$ cat config.mk
export PLATFORM = sky130hd
export DESIGN_NAME = irq_ack_seq
export DESIGN_NICKNAME = d
export VERILOG_FILES = /design/src/rtl/irq_seq_pkg.sv /design/src/rtl/irq_req_flags.sv /design/src/rtl/irq_prio_pick.sv /design/src/rtl/irq_boundary_track.sv /design/src/rtl/irq_level_stack.sv /design/src/rtl/irq_ack_seq.sv
export SDC_FILE = /design/constraint.sdc
export NUM_CORES = 1
export LEC_CHECK = 0
export BUFFER_PORTS_ARGS = -buffer_cell sky130_fd_sc_hd__buf_2
export CORE_AREA = 3 3 54 93
export CTS_CLUSTER_DIAMETER = 100
export DETAILED_ROUTE_END_ITERATION = 10
export DIE_AREA = 0 0 57 96
export PLACE_DENSITY_LB_ADDON = 0.2
export SETUP_SLACK_MARGIN = 0.02
export SLEW_MARGIN = 25
export SYNTH_ARGS = -nofsm -noshare
export SYNTH_HDL_FRONTEND = slang
export SYNTH_SLANG_ARGS = --single-unit
$ cat constraint.sdc
create_clock -name clk -period 2.9 [get_ports clk]
set_clock_uncertainty 0.05 [all_clocks]
set_input_delay 0.145 -clock clk [delete_from_list [all_inputs] [get_ports clk]]
set_output_delay 0.145 -clock clk [all_outputs]
set_load 0.03 [all_outputs]
$ cat src/rtl/irq_seq_pkg.sv
package irq_seq_pkg;

    typedef enum logic [2:0] {
        ST_RUN,
        ST_SAVE_PSW,
        ST_SAVE_PC,
        ST_HOLD,
        ST_JUMP
    } seq_state_t;

endpackage

$ cat src/rtl/irq_req_flags.sv
module irq_req_flags #(
    parameter int N_SRC = 4
) (
    input  logic             clk,
    input  logic             rst_n,
    input  logic [N_SRC-1:0] req_in,
    input  logic [N_SRC-1:0] clr_in,
    input  logic [N_SRC-1:0] ack_clr,
    output logic [N_SRC-1:0] flags
);

    // a fresh request in the same clock outranks any clear
    always_ff @(posedge clk) begin
        if (!rst_n) begin
            flags <= '0;
        end else begin
            flags <= (flags & ~clr_in & ~ack_clr) | req_in;
        end
    end

endmodule

$ cat src/rtl/irq_prio_pick.sv
module irq_prio_pick #(
    parameter int                     N_SRC    = 4,
    parameter int                     PRIO_W   = 2,
    parameter logic [N_SRC*PRIO_W-1:0] SRC_PRIO = 8'h6B,
    localparam int                    IDX_W    = (N_SRC > 1) ? $clog2(N_SRC) : 1
) (
    input  logic [N_SRC-1:0]  cand,
    output logic              win_valid,
    output logic [IDX_W-1:0]  win_idx,
    output logic [PRIO_W-1:0] win_prio
);

    logic [PRIO_W-1:0] prio_of [N_SRC];

    for (genvar g = 0; g < N_SRC; g++) begin : g_prio
        assign prio_of[g] = SRC_PRIO[g*PRIO_W +: PRIO_W];
    end

    // scan from the top index down; ">=" lets lower indices win ties
    always_comb begin
        win_valid = 1'b0;
        win_idx   = '0;
        win_prio  = '0;
        for (int i = N_SRC - 1; i >= 0; i--) begin
            if (cand[i] && (!win_valid || prio_of[i] >= win_prio)) begin
                win_valid = 1'b1;
                win_idx   = IDX_W'(i);
                win_prio  = prio_of[i];
            end
        end
    end

endmodule

$ cat src/rtl/irq_boundary_track.sv
module irq_boundary_track #(
    parameter int LEN_W = 4
) (
    input  logic             clk,
    input  logic             rst_n,
    input  logic             instr_start,
    input  logic [LEN_W-1:0] instr_len,
    output logic             last_clk
);

    logic [LEN_W-1:0] rem_q;

    assign last_clk = instr_start ? (instr_len == LEN_W'(1)) : (rem_q == LEN_W'(1));

    always_ff @(posedge clk) begin
        if (!rst_n) begin
            rem_q <= '0;
        end else if (instr_start) begin
            rem_q <= (instr_len == '0) ? '0 : instr_len - 1'b1;
        end else if (rem_q != '0) begin
            rem_q <= rem_q - 1'b1;
        end
    end

endmodule

$ cat src/rtl/irq_level_stack.sv
module irq_level_stack #(
    parameter int PRIO_W = 2,
    parameter int DEPTH  = 4,
    localparam int AW    = (DEPTH > 1) ? $clog2(DEPTH) : 1,
    localparam int SP_W  = $clog2(DEPTH + 1)
) (
    input  logic              clk,
    input  logic              rst_n,
    input  logic              push,
    input  logic [PRIO_W-1:0] push_level,
    input  logic              pop,
    output logic [PRIO_W-1:0] level
);

    localparam logic [SP_W-1:0] SP_FULL = SP_W'(DEPTH);

    logic [PRIO_W-1:0] mem [DEPTH];
    logic [SP_W-1:0]   sp_q;
    logic [SP_W-1:0]   sp_dec;

    assign sp_dec = sp_q - 1'b1;

    always_ff @(posedge clk) begin
        if (!rst_n) begin
            sp_q  <= '0;
            level <= '0;
            for (int i = 0; i < DEPTH; i++) begin
                mem[i] <= '0;
            end
        end else if (push) begin
            if (sp_q < SP_FULL) begin
                mem[sp_q[AW-1:0]] <= level;
                sp_q              <= sp_q + 1'b1;
            end
            level <= push_level;
        end else if (pop) begin
            if (sp_q != '0) begin
                level <= mem[sp_dec[AW-1:0]];
                sp_q  <= sp_dec;
            end else begin
                level <= '0;
            end
        end
    end

endmodule

$ cat src/rtl/irq_ack_seq.sv
module irq_ack_seq
    import irq_seq_pkg::*;
#(
    parameter int                      N_SRC     = 4,
    parameter int                      PRIO_W    = 2,
    parameter logic [N_SRC*PRIO_W-1:0] SRC_PRIO  = 8'h6B,
    parameter int                      LEN_W     = 4,
    parameter int                      ENTRY_CYC = 8,
    parameter int                      STK_DEPTH = 4,
    localparam int                     IDX_W     = (N_SRC > 1) ? $clog2(N_SRC) : 1
) (
    input  logic              clk,
    input  logic              rst_n,
    input  logic [N_SRC-1:0]  req_in,
    input  logic [N_SRC-1:0]  mask_in,
    input  logic [N_SRC-1:0]  clr_in,
    input  logic              regs_busy,
    input  logic              instr_start,
    input  logic [LEN_W-1:0]  instr_len,
    input  logic              reti,
    output logic              stall,
    output logic              save_psw,
    output logic              save_pc,
    output logic              jump,
    output logic [IDX_W-1:0]  vec_idx,
    output logic [PRIO_W-1:0] isr_level
);

    localparam int HOLD_CYC = ENTRY_CYC - 3;
    localparam int HC_W     = $clog2(ENTRY_CYC);

    seq_state_t        state_q, state_d;
    logic [HC_W-1:0]   hold_q;
    logic [N_SRC-1:0]  flags;
    logic [N_SRC-1:0]  ack_clr;
    logic              win_valid;
    logic [IDX_W-1:0]  win_idx;
    logic [PRIO_W-1:0] win_prio;
    logic              last_clk;
    logic              take;
    logic              pop;

    irq_req_flags #(.N_SRC(N_SRC)) u_flags (
        .clk     (clk),
        .rst_n   (rst_n),
        .req_in  (req_in),
        .clr_in  (clr_in),
        .ack_clr (ack_clr),
        .flags   (flags)
    );

    irq_prio_pick #(.N_SRC(N_SRC), .PRIO_W(PRIO_W), .SRC_PRIO(SRC_PRIO)) u_pick (
        .cand      (flags & ~mask_in),
        .win_valid (win_valid),
        .win_idx   (win_idx),
        .win_prio  (win_prio)
    );

    irq_boundary_track #(.LEN_W(LEN_W)) u_track (
        .clk         (clk),
        .rst_n       (rst_n),
        .instr_start (instr_start && (state_q == ST_RUN)),
        .instr_len   (instr_len),
        .last_clk    (last_clk)
    );

    irq_level_stack #(.PRIO_W(PRIO_W), .DEPTH(STK_DEPTH)) u_stack (
        .clk        (clk),
        .rst_n      (rst_n),
        .push       (take),
        .push_level (win_prio),
        .pop        (pop),
        .level      (isr_level)
    );

    // decision uses flags latched before the final clock, so a final-clock
    // request only becomes visible at the next instruction's final clock
    assign take = (state_q == ST_RUN) && last_clk && !regs_busy
                  && win_valid && (win_prio > isr_level);
    assign pop  = reti && (state_q == ST_RUN) && !take;

    always_comb begin
        ack_clr = '0;
        if (take) begin
            ack_clr[win_idx] = 1'b1;
        end
    end

    always_comb begin
        state_d = state_q;
        unique case (state_q)
            ST_RUN:      if (take) state_d = ST_SAVE_PSW;
            ST_SAVE_PSW: state_d = ST_SAVE_PC;
            ST_SAVE_PC:  state_d = ST_HOLD;
            ST_HOLD:     if (hold_q == '0) state_d = ST_JUMP;
            ST_JUMP:     state_d = ST_RUN;
            default:     state_d = ST_RUN;
        endcase
    end

    always_ff @(posedge clk) begin
        if (!rst_n) begin
            state_q <= ST_RUN;
            hold_q  <= '0;
            vec_idx <= '0;
        end else begin
            state_q <= state_d;
            if (take) begin
                vec_idx <= win_idx;
            end
            if (state_q == ST_SAVE_PC) begin
                hold_q <= HC_W'(HOLD_CYC - 1);
            end else if (state_q == ST_HOLD && hold_q != '0) begin
                hold_q <= hold_q - 1'b1;
            end
        end
    end

    always_comb begin
        stall    = 1'b1;
        save_psw = 1'b0;
        save_pc  = 1'b0;
        jump     = 1'b0;
        unique case (state_q)
            ST_RUN:      stall    = 1'b0;
            ST_SAVE_PSW: save_psw = 1'b1;
            ST_SAVE_PC:  save_pc  = 1'b1;
            ST_HOLD:     stall    = 1'b1;
            ST_JUMP:     jump     = 1'b1;
            default:     stall    = 1'b0;
        endcase
    end

endmodule

==> flow_metrics.env, run 1 <==
export IMPL_status="completed"
export IMPL_cts_htree_levels=2
export IMPL_vias=1443
export IMPL_cts_buffer_depth=2
export IMPL_synth_edf_count=8
export IMPL_antenna_found_initial=0
export IMPL_initialDrtViolationCount=41
export IMPL_fin_tns_setup_ns=0
export IMPL_clock_latency_ns=0.28
export IMPL_layout_drive_gt1_share_pct=21.4
export IMPL_crit_required_ns=2.79
export IMPL_place_gp_congestion=0.826
export IMPL_cts_sinks=29
export IMPL_start_util_pct=39.2
export IMPL_hp_class="input port to register"
export IMPL_p_leak_uw=0.000853
export IMPL_cts_tree="done"
export IMPL_drt_first_pass_iters=4
export IMPL_max_cap_viol_count=0
export IMPL_grt_pass1_vias=1461
export IMPL_postRouteWirelength_mm=3.89
export IMPL_cts_root_buf="clkbuf_8"
export IMPL_postCtsSetupBuffers=0
export IMPL_fin_area_sq_mm=0.00200
export IMPL_yosysWarnings=0
export IMPL_synth_cell_types=47
export IMPL_io_pins=29
export IMPL_crit_path_end_kind="register"
export IMPL_syn_area_sq_mm=0.00173
export IMPL_critical_path_class="register to register"
export IMPL_drv_slew=0
export IMPL_netlist_instances=187
export IMPL_synth_common_cells="dfxtp_1, nor2_1, inv_1"
export IMPL_timing_final_crit_share_pct=92.9
export IMPL_vias_per_cell=5.32
export IMPL_num_nets_final=250
export IMPL_die_h_microns=96
export IMPL_grt_max_degree=16
export IMPL_avgSynthCellArea_sq_um=9.24
export IMPL_worstMarginPinSlew_ns=0.593
export IMPL_synth_area_leaders="dfxtp_1, edfxtp_1, ha_1"
export IMPL_area_growth_pct=16.0
export IMPL_diodes=0
export IMPL_crit_fanout=8
export IMPL_synth_top_cell_by_area="dfxtp_1"
export IMPL_finalHoldViolCount=0
export IMPL_cts_buffers=5
export IMPL_die_w_microns=57
export IMPL_vdd_drop_max_mv=0.496
export IMPL_setup_viol=0
export IMPL_rsz0062_at_grt="no"
export IMPL_worstSetupStartpointType="register"
export IMPL_cts_hold_buf=0
export IMPL_async_flop_share_pct=0
export IMPL_ys_seq_elements=29
export IMPL_dieArea_sq_mm=0.00547
export IMPL_worstPathArrival_ns=2.59
export IMPL_drc=0
export IMPL_path_clk_slew_ns=0.06
export IMPL_synthFlopType="dfxtp_1"
export IMPL_slew_headroom_pct=60.2
export IMPL_core_area_sq_mm=0.00440
export IMPL_dp_hpwl_mm=3.05
export IMPL_grt_pass1_wl_mm=6.52
export IMPL_place_area_sq_mm=0.00191
export IMPL_synth_top_area_share_pct=24.3
export IMPL_grt_overflow=0
export IMPL_synth_nets=218
export IMPL_antenna_left=0
export IMPL_grtUsageTotal_pct=15.7
export IMPL_numPortBuffers=28
export IMPL_yosysSeqAreaShare_pct=38.2
export IMPL_fin_crit_ns=2.69
export IMPL_routedWlPerCell_microns=14.4
export IMPL_fp_row_count=32
export IMPL_max_freq_ghz=0.371
export IMPL_power_density_mw_per_mm2=604
layer usage:
| metal | routed length (microns) | share of wire (%) | global-route usage (%) | vias to the layer above |
|---|---|---|---|---|
| met5 | 0 | 0 | 0 | - |
| met4 | 99 | 2.5 | 9.67 | 0 |
| met3 | 136 | 3.5 | 3.22 | 6 |
| met2 | 2170 | 56 | 28.8 | 27 |
| met1 | 1490 | 38 | 15.9 | 679 |
| li1 | - | - | - | 731 |
worst max-delay path, cell delays in order (launching register included):
cell      delay [ns]
dfxtp_1         0.34
nor2b_1         0.17
nor2_1          0.07
a21oi_1         0.21
ha_1            0.27
a21oi_1         0.12
o211ai_1        0.18
or4_4           0.60
o31ai_1         0.35
registers in the layout (all words and copies together), names as in the netlist:
name	cells
hold_q	3
state_q	3
u_flags.flags	4
u_stack.level	2
u_stack.mem	8
u_stack.sp_q	3
u_track.rem_q	4
vec_idx	2
power breakdown:
part / switching (uW) / internal (uW) / total [uW]
combinational: 202 / 159 / 360
clock: 147 / 193 / 340
sequential: 54.0 / 456 / 510
worst paths after layout:
kind | start | end | slack [ns] | cells after the start
worst max-delay path | u_flags.flags[2] | u_stack.mem[0][0] | 0.21 | 8
worst min-delay path | req_in[0] | u_flags.flags[0] | 0.03 | 2
worst max register to register | u_flags.flags[2] | u_stack.mem[0][0] | 0.21 | 8
worst min register to register | vec_idx[0] | vec_idx[0] | 0.44 | 2
timing repair:
item	4_1_cts	5_1_grt
endpoints found under the setup margin	0	8
gates resized for setup	0	2
hold endpoints to repair	0	0
logic make-up (layout without fill, tap and decap cells):
family,Yosys count,count (layout),synth area share [%]
xor gates and xnor gates,4,4,2.03
AOI/OAI and AO/OA,45,45,19.0
buffers and inverters,23,56,6.73
muxes,5,5,5.07
and+or+nand+nor,71,71,21.7
adders and majority gates,10,10,7.24
DFF,29,29,38.2
stage by stage:
stage / util (%) / std cells / setup slack (ns) / hold slack, ns / total power, uW
floorplan: - / 187 / 0.383 / 0.209 / 784
global route: 45.5 / 271 / 0.0388 / 0.0196 / 1300
CTS: 45.3 / 271 / 0.101 / 0.0159 / 1220
finish: 45.5 / 271 / 0.206 / 0.0271 / 1210
global placement: 43.3 / 263 / 0.193 / 0.308 / 875
detailed placement: 43.3 / 263 / 0.112 / 0.308 / 876
cells in the final DEF, fill, tap and decap left out, types with 2 or more instances in the layout:
| master | n |
|---|---|
| or4b_1 | 2 |
| o211a_1 | 2 |
| nor2b_1 | 4 |
| a211oi_1 | 3 |
| inv_1 | 16 |
| clkbuf_8 | 6 |
| edfxtp_1 | 8 |
| nor3b_1 | 3 |
| mux4_2 | 2 |
| dfxtp_1 | 21 |
| nand2b_1 | 6 |
| nor2_1 | 21 |
| mux2i_1 | 2 |
| xnor2_1 | 3 |
| nand2_1 | 13 |
| ha_1 | 10 |
| a31oi_1 | 2 |
| nor3_1 | 8 |
| or3_1 | 2 |
| nand3_1 | 3 |
| o31ai_1 | 2 |
| clkbuf_1 | 2 |
| a21oi_1 | 10 |
| buf_4 | 4 |
| o21ai_0 | 4 |
| and3_1 | 3 |
| o21a_1 | 8 |
| buf_2 | 28 |
area by class of cell:
class / instances / area [sq um]
multi-input cells: 135 / 960
fillers: 472 / 2400
inverters: 16 / 60.1
well taps: 51 / 63.8
flip-flops and latches: 29 / 661
repair buffers: 32 / 170
clock buffers: 8 / 90.1
Power figures use the tool's default switching activity.
==> run 2: changes to the inputs <==
Settings changed: CORE_AREA 3 3 54 93 to 2 2 53 92, DIE_AREA 0 0 57 96 to 0 0 55 94, RECOVER_POWER set to 50.
==> flow_metrics.env, run 2 (same netlist as run 1, synthesis figures left out) <==
export IMPL_diodes=0
export IMPL_hp_class="input port to register"
export IMPL_use_met1_pct=17.8
export IMPL_io_pins=29
export IMPL_worstMarginPinSlew_ns=0.859
export IMPL_fin_crit_ns=2.63
export IMPL_cts_hold_buf=0
export IMPL_cts_root_buf="clkbuf_8"
export IMPL_grt_pass1_wl_mm=6.32
export IMPL_die_w_microns=55
export IMPL_grt_max_degree=16
export IMPL_grt_pass1_vias=1398
export IMPL_critical_path_class="register to register"
export IMPL_num_nets_final=249
export IMPL_place_area_sq_mm=0.00190
export IMPL_antenna_found_initial=0
export IMPL_p_int_uw=772
export IMPL_drv_slew=0
export IMPL_fin_area_sq_mm=0.00198
export IMPL_clock_latency_ns=0.28
export IMPL_largest_register="u_stack.mem"
export IMPL_cts_htree_levels=2
export IMPL_cts_buffer_depth=2
export IMPL_grt_busiest_layer="met2"
export IMPL_start_util_pct=39.2
export IMPL_dp_hpwl_mm=2.98
export IMPL_swShare_pct=35.0
export IMPL_startpoint="u_flags.flags[2]"
export IMPL_area_growth_pct=14.3
export IMPL_max_freq_ghz=0.380
export IMPL_switchingPower_uw=416
export IMPL_status="completed"
export IMPL_fill_cells=467
export IMPL_timing_final_crit_share_pct=90.9
export IMPL_routedWlPerCell_microns=14.6
export IMPL_reg_top3="u_stack.mem: 8 flops, u_flags.flags: 4 flops, u_track.rem_q: 4 flops"
export IMPL_grtUsageTotal_pct=17.1
export IMPL_cts_sinks=29
export IMPL_postRouteWirelength_mm=3.94
export IMPL_layout_drive_gt1_share_pct=16.9
export IMPL_max_cap_viol_count=0
export IMPL_setup_viol=0
export IMPL_p_leak_uw=0.000803
export IMPL_hp_start="req_in[0]"
export IMPL_fin_tns_setup_ns=0
export IMPL_dieArea_sq_mm=0.00517
export IMPL_final_cell_mix="nor2_1, dfxtp_1, buf_2, inv_1, nand2_1"
export IMPL_finalHoldViolCount=0
export IMPL_worstSetupStartpointType="register"
export IMPL_slew_headroom_pct=42.2
export IMPL_drt_first_pass_iters=4
export IMPL_vias_per_cell=5.53
export IMPL_cts_buffers=5
export IMPL_initialDrtViolationCount=21
export IMPL_numPortBuffers=28
export IMPL_vias=1492
export IMPL_grt_overflow=0
export IMPL_place_gp_congestion=0.798
export IMPL_crit_path_end_kind="register"
export IMPL_met2_usage_pct=30.5
export IMPL_combPwrFrac_pct=30.4
export IMPL_p_seq_share_pct=43.3
export IMPL_fp_row_count=32
export IMPL_antenna_left=0
export IMPL_p_clk_share_pct=26.2
export IMPL_worstPathArrival_ns=2.55
export IMPL_drc=0
export IMPL_rsz0062_at_grt="no"
export IMPL_postCtsSetupBuffers=0
export IMPL_die_h_microns=94
export IMPL_power_density_mw_per_mm2=601
export IMPL_gr_usage_met3_pct=4.46
export IMPL_crit_fanout=8
export IMPL_path_clk_slew_ns=0.06
export IMPL_largest_reg_flops=8
export IMPL_post_cts_resized=0
export IMPL_r2r_start="u_flags.flags[2]"
export IMPL_core_area_sq_mm=0.00440
export IMPL_cts_tree="done"
export IMPL_vdd_drop_max_mv=0.475
export IMPL_crit_required_ns=2.81
run 2: cell types whose count changed in the layout (fill, tap and decap cells not counted):
cell,change
a21boi_0,+1
a21boi_1,-1
buf_2,-8
buf_4,-3
clkbuf_1,+8
clkbuf_8,-1
clkinv_1,+2
clkinv_2,+1
o21ai_0,-1
o21ai_1,+1
o31ai_1,-1
o31ai_2,+1
run 2: area by class of cell:
type                            instances  area [sq um]  share of cell area [%]
Multi-Input combinational cell        135           965                    48.8
Sequential cell                        29           661                    33.4
Timing Repair Buffer                   31           145                    7.35
Clock buffer                            5          68.8                    3.48
Tap cell                               51          63.8                    3.23
Inverter                               16          60.1                    3.04
Clock inverter                          3          12.5                   0.633
run 2: metal layers:
metal / part of all wire (%) / wire [microns]
met1: 40 / 1560
met2: 54 / 2140
met3: 4.1 / 160
met5: 0 / 0
met4: 2.0 / 78
run 2: path summary, 6_finish.rpt:
check | end | depth (start not counted) | slack (ns)
worst max register to register | u_stack.mem[1][1] | 8 | 0.27
worst min-delay path | u_flags.flags[0] | 2 | 0.02
worst max-delay path | u_stack.mem[1][1] | 8 | 0.27
worst min register to register | hold_q[1] | 2 | 0.45
run 2: power groups by stage:
stage	combinational [uW]	sequential [uW]	clock, uW
after global routing	403	520	348
after detailed placement	359	520	0
final	362	515	312
after floorplan	283	501	0
after global placement	355	519	0
after CTS	360	511	323
run 2: worst max-delay path, stage by stage (launching register included):
cell	delay, ns
dfxtp_1	0.34
nor2b_1	0.17
nor2_1	0.07
a21oi_1	0.22
ha_1	0.27
a21oi_1	0.13
o211ai_1	0.18
or4_4	0.61
o21ai_0	0.28
run 2: per-stage QoR:
stage / worst slack (ns) / utilization [%] / cells / power (uW) / hold WS, ns
3_3_place_gp: 0.190 / 43.1 / 262 / 873 / 0.307
2_1_floorplan: 0.383 / - / 187 / 784 / 0.209
5_1_grt: 0.0335 / 44.9 / 270 / 1270 / 0.0298
6_report: 0.265 / 44.9 / 270 / 1190 / 0.0235
4_1_cts: 0.0846 / 44.9 / 270 / 1190 / 0.0212
3_5_place_dp: 0.0943 / 43.1 / 262 / 878 / 0.312
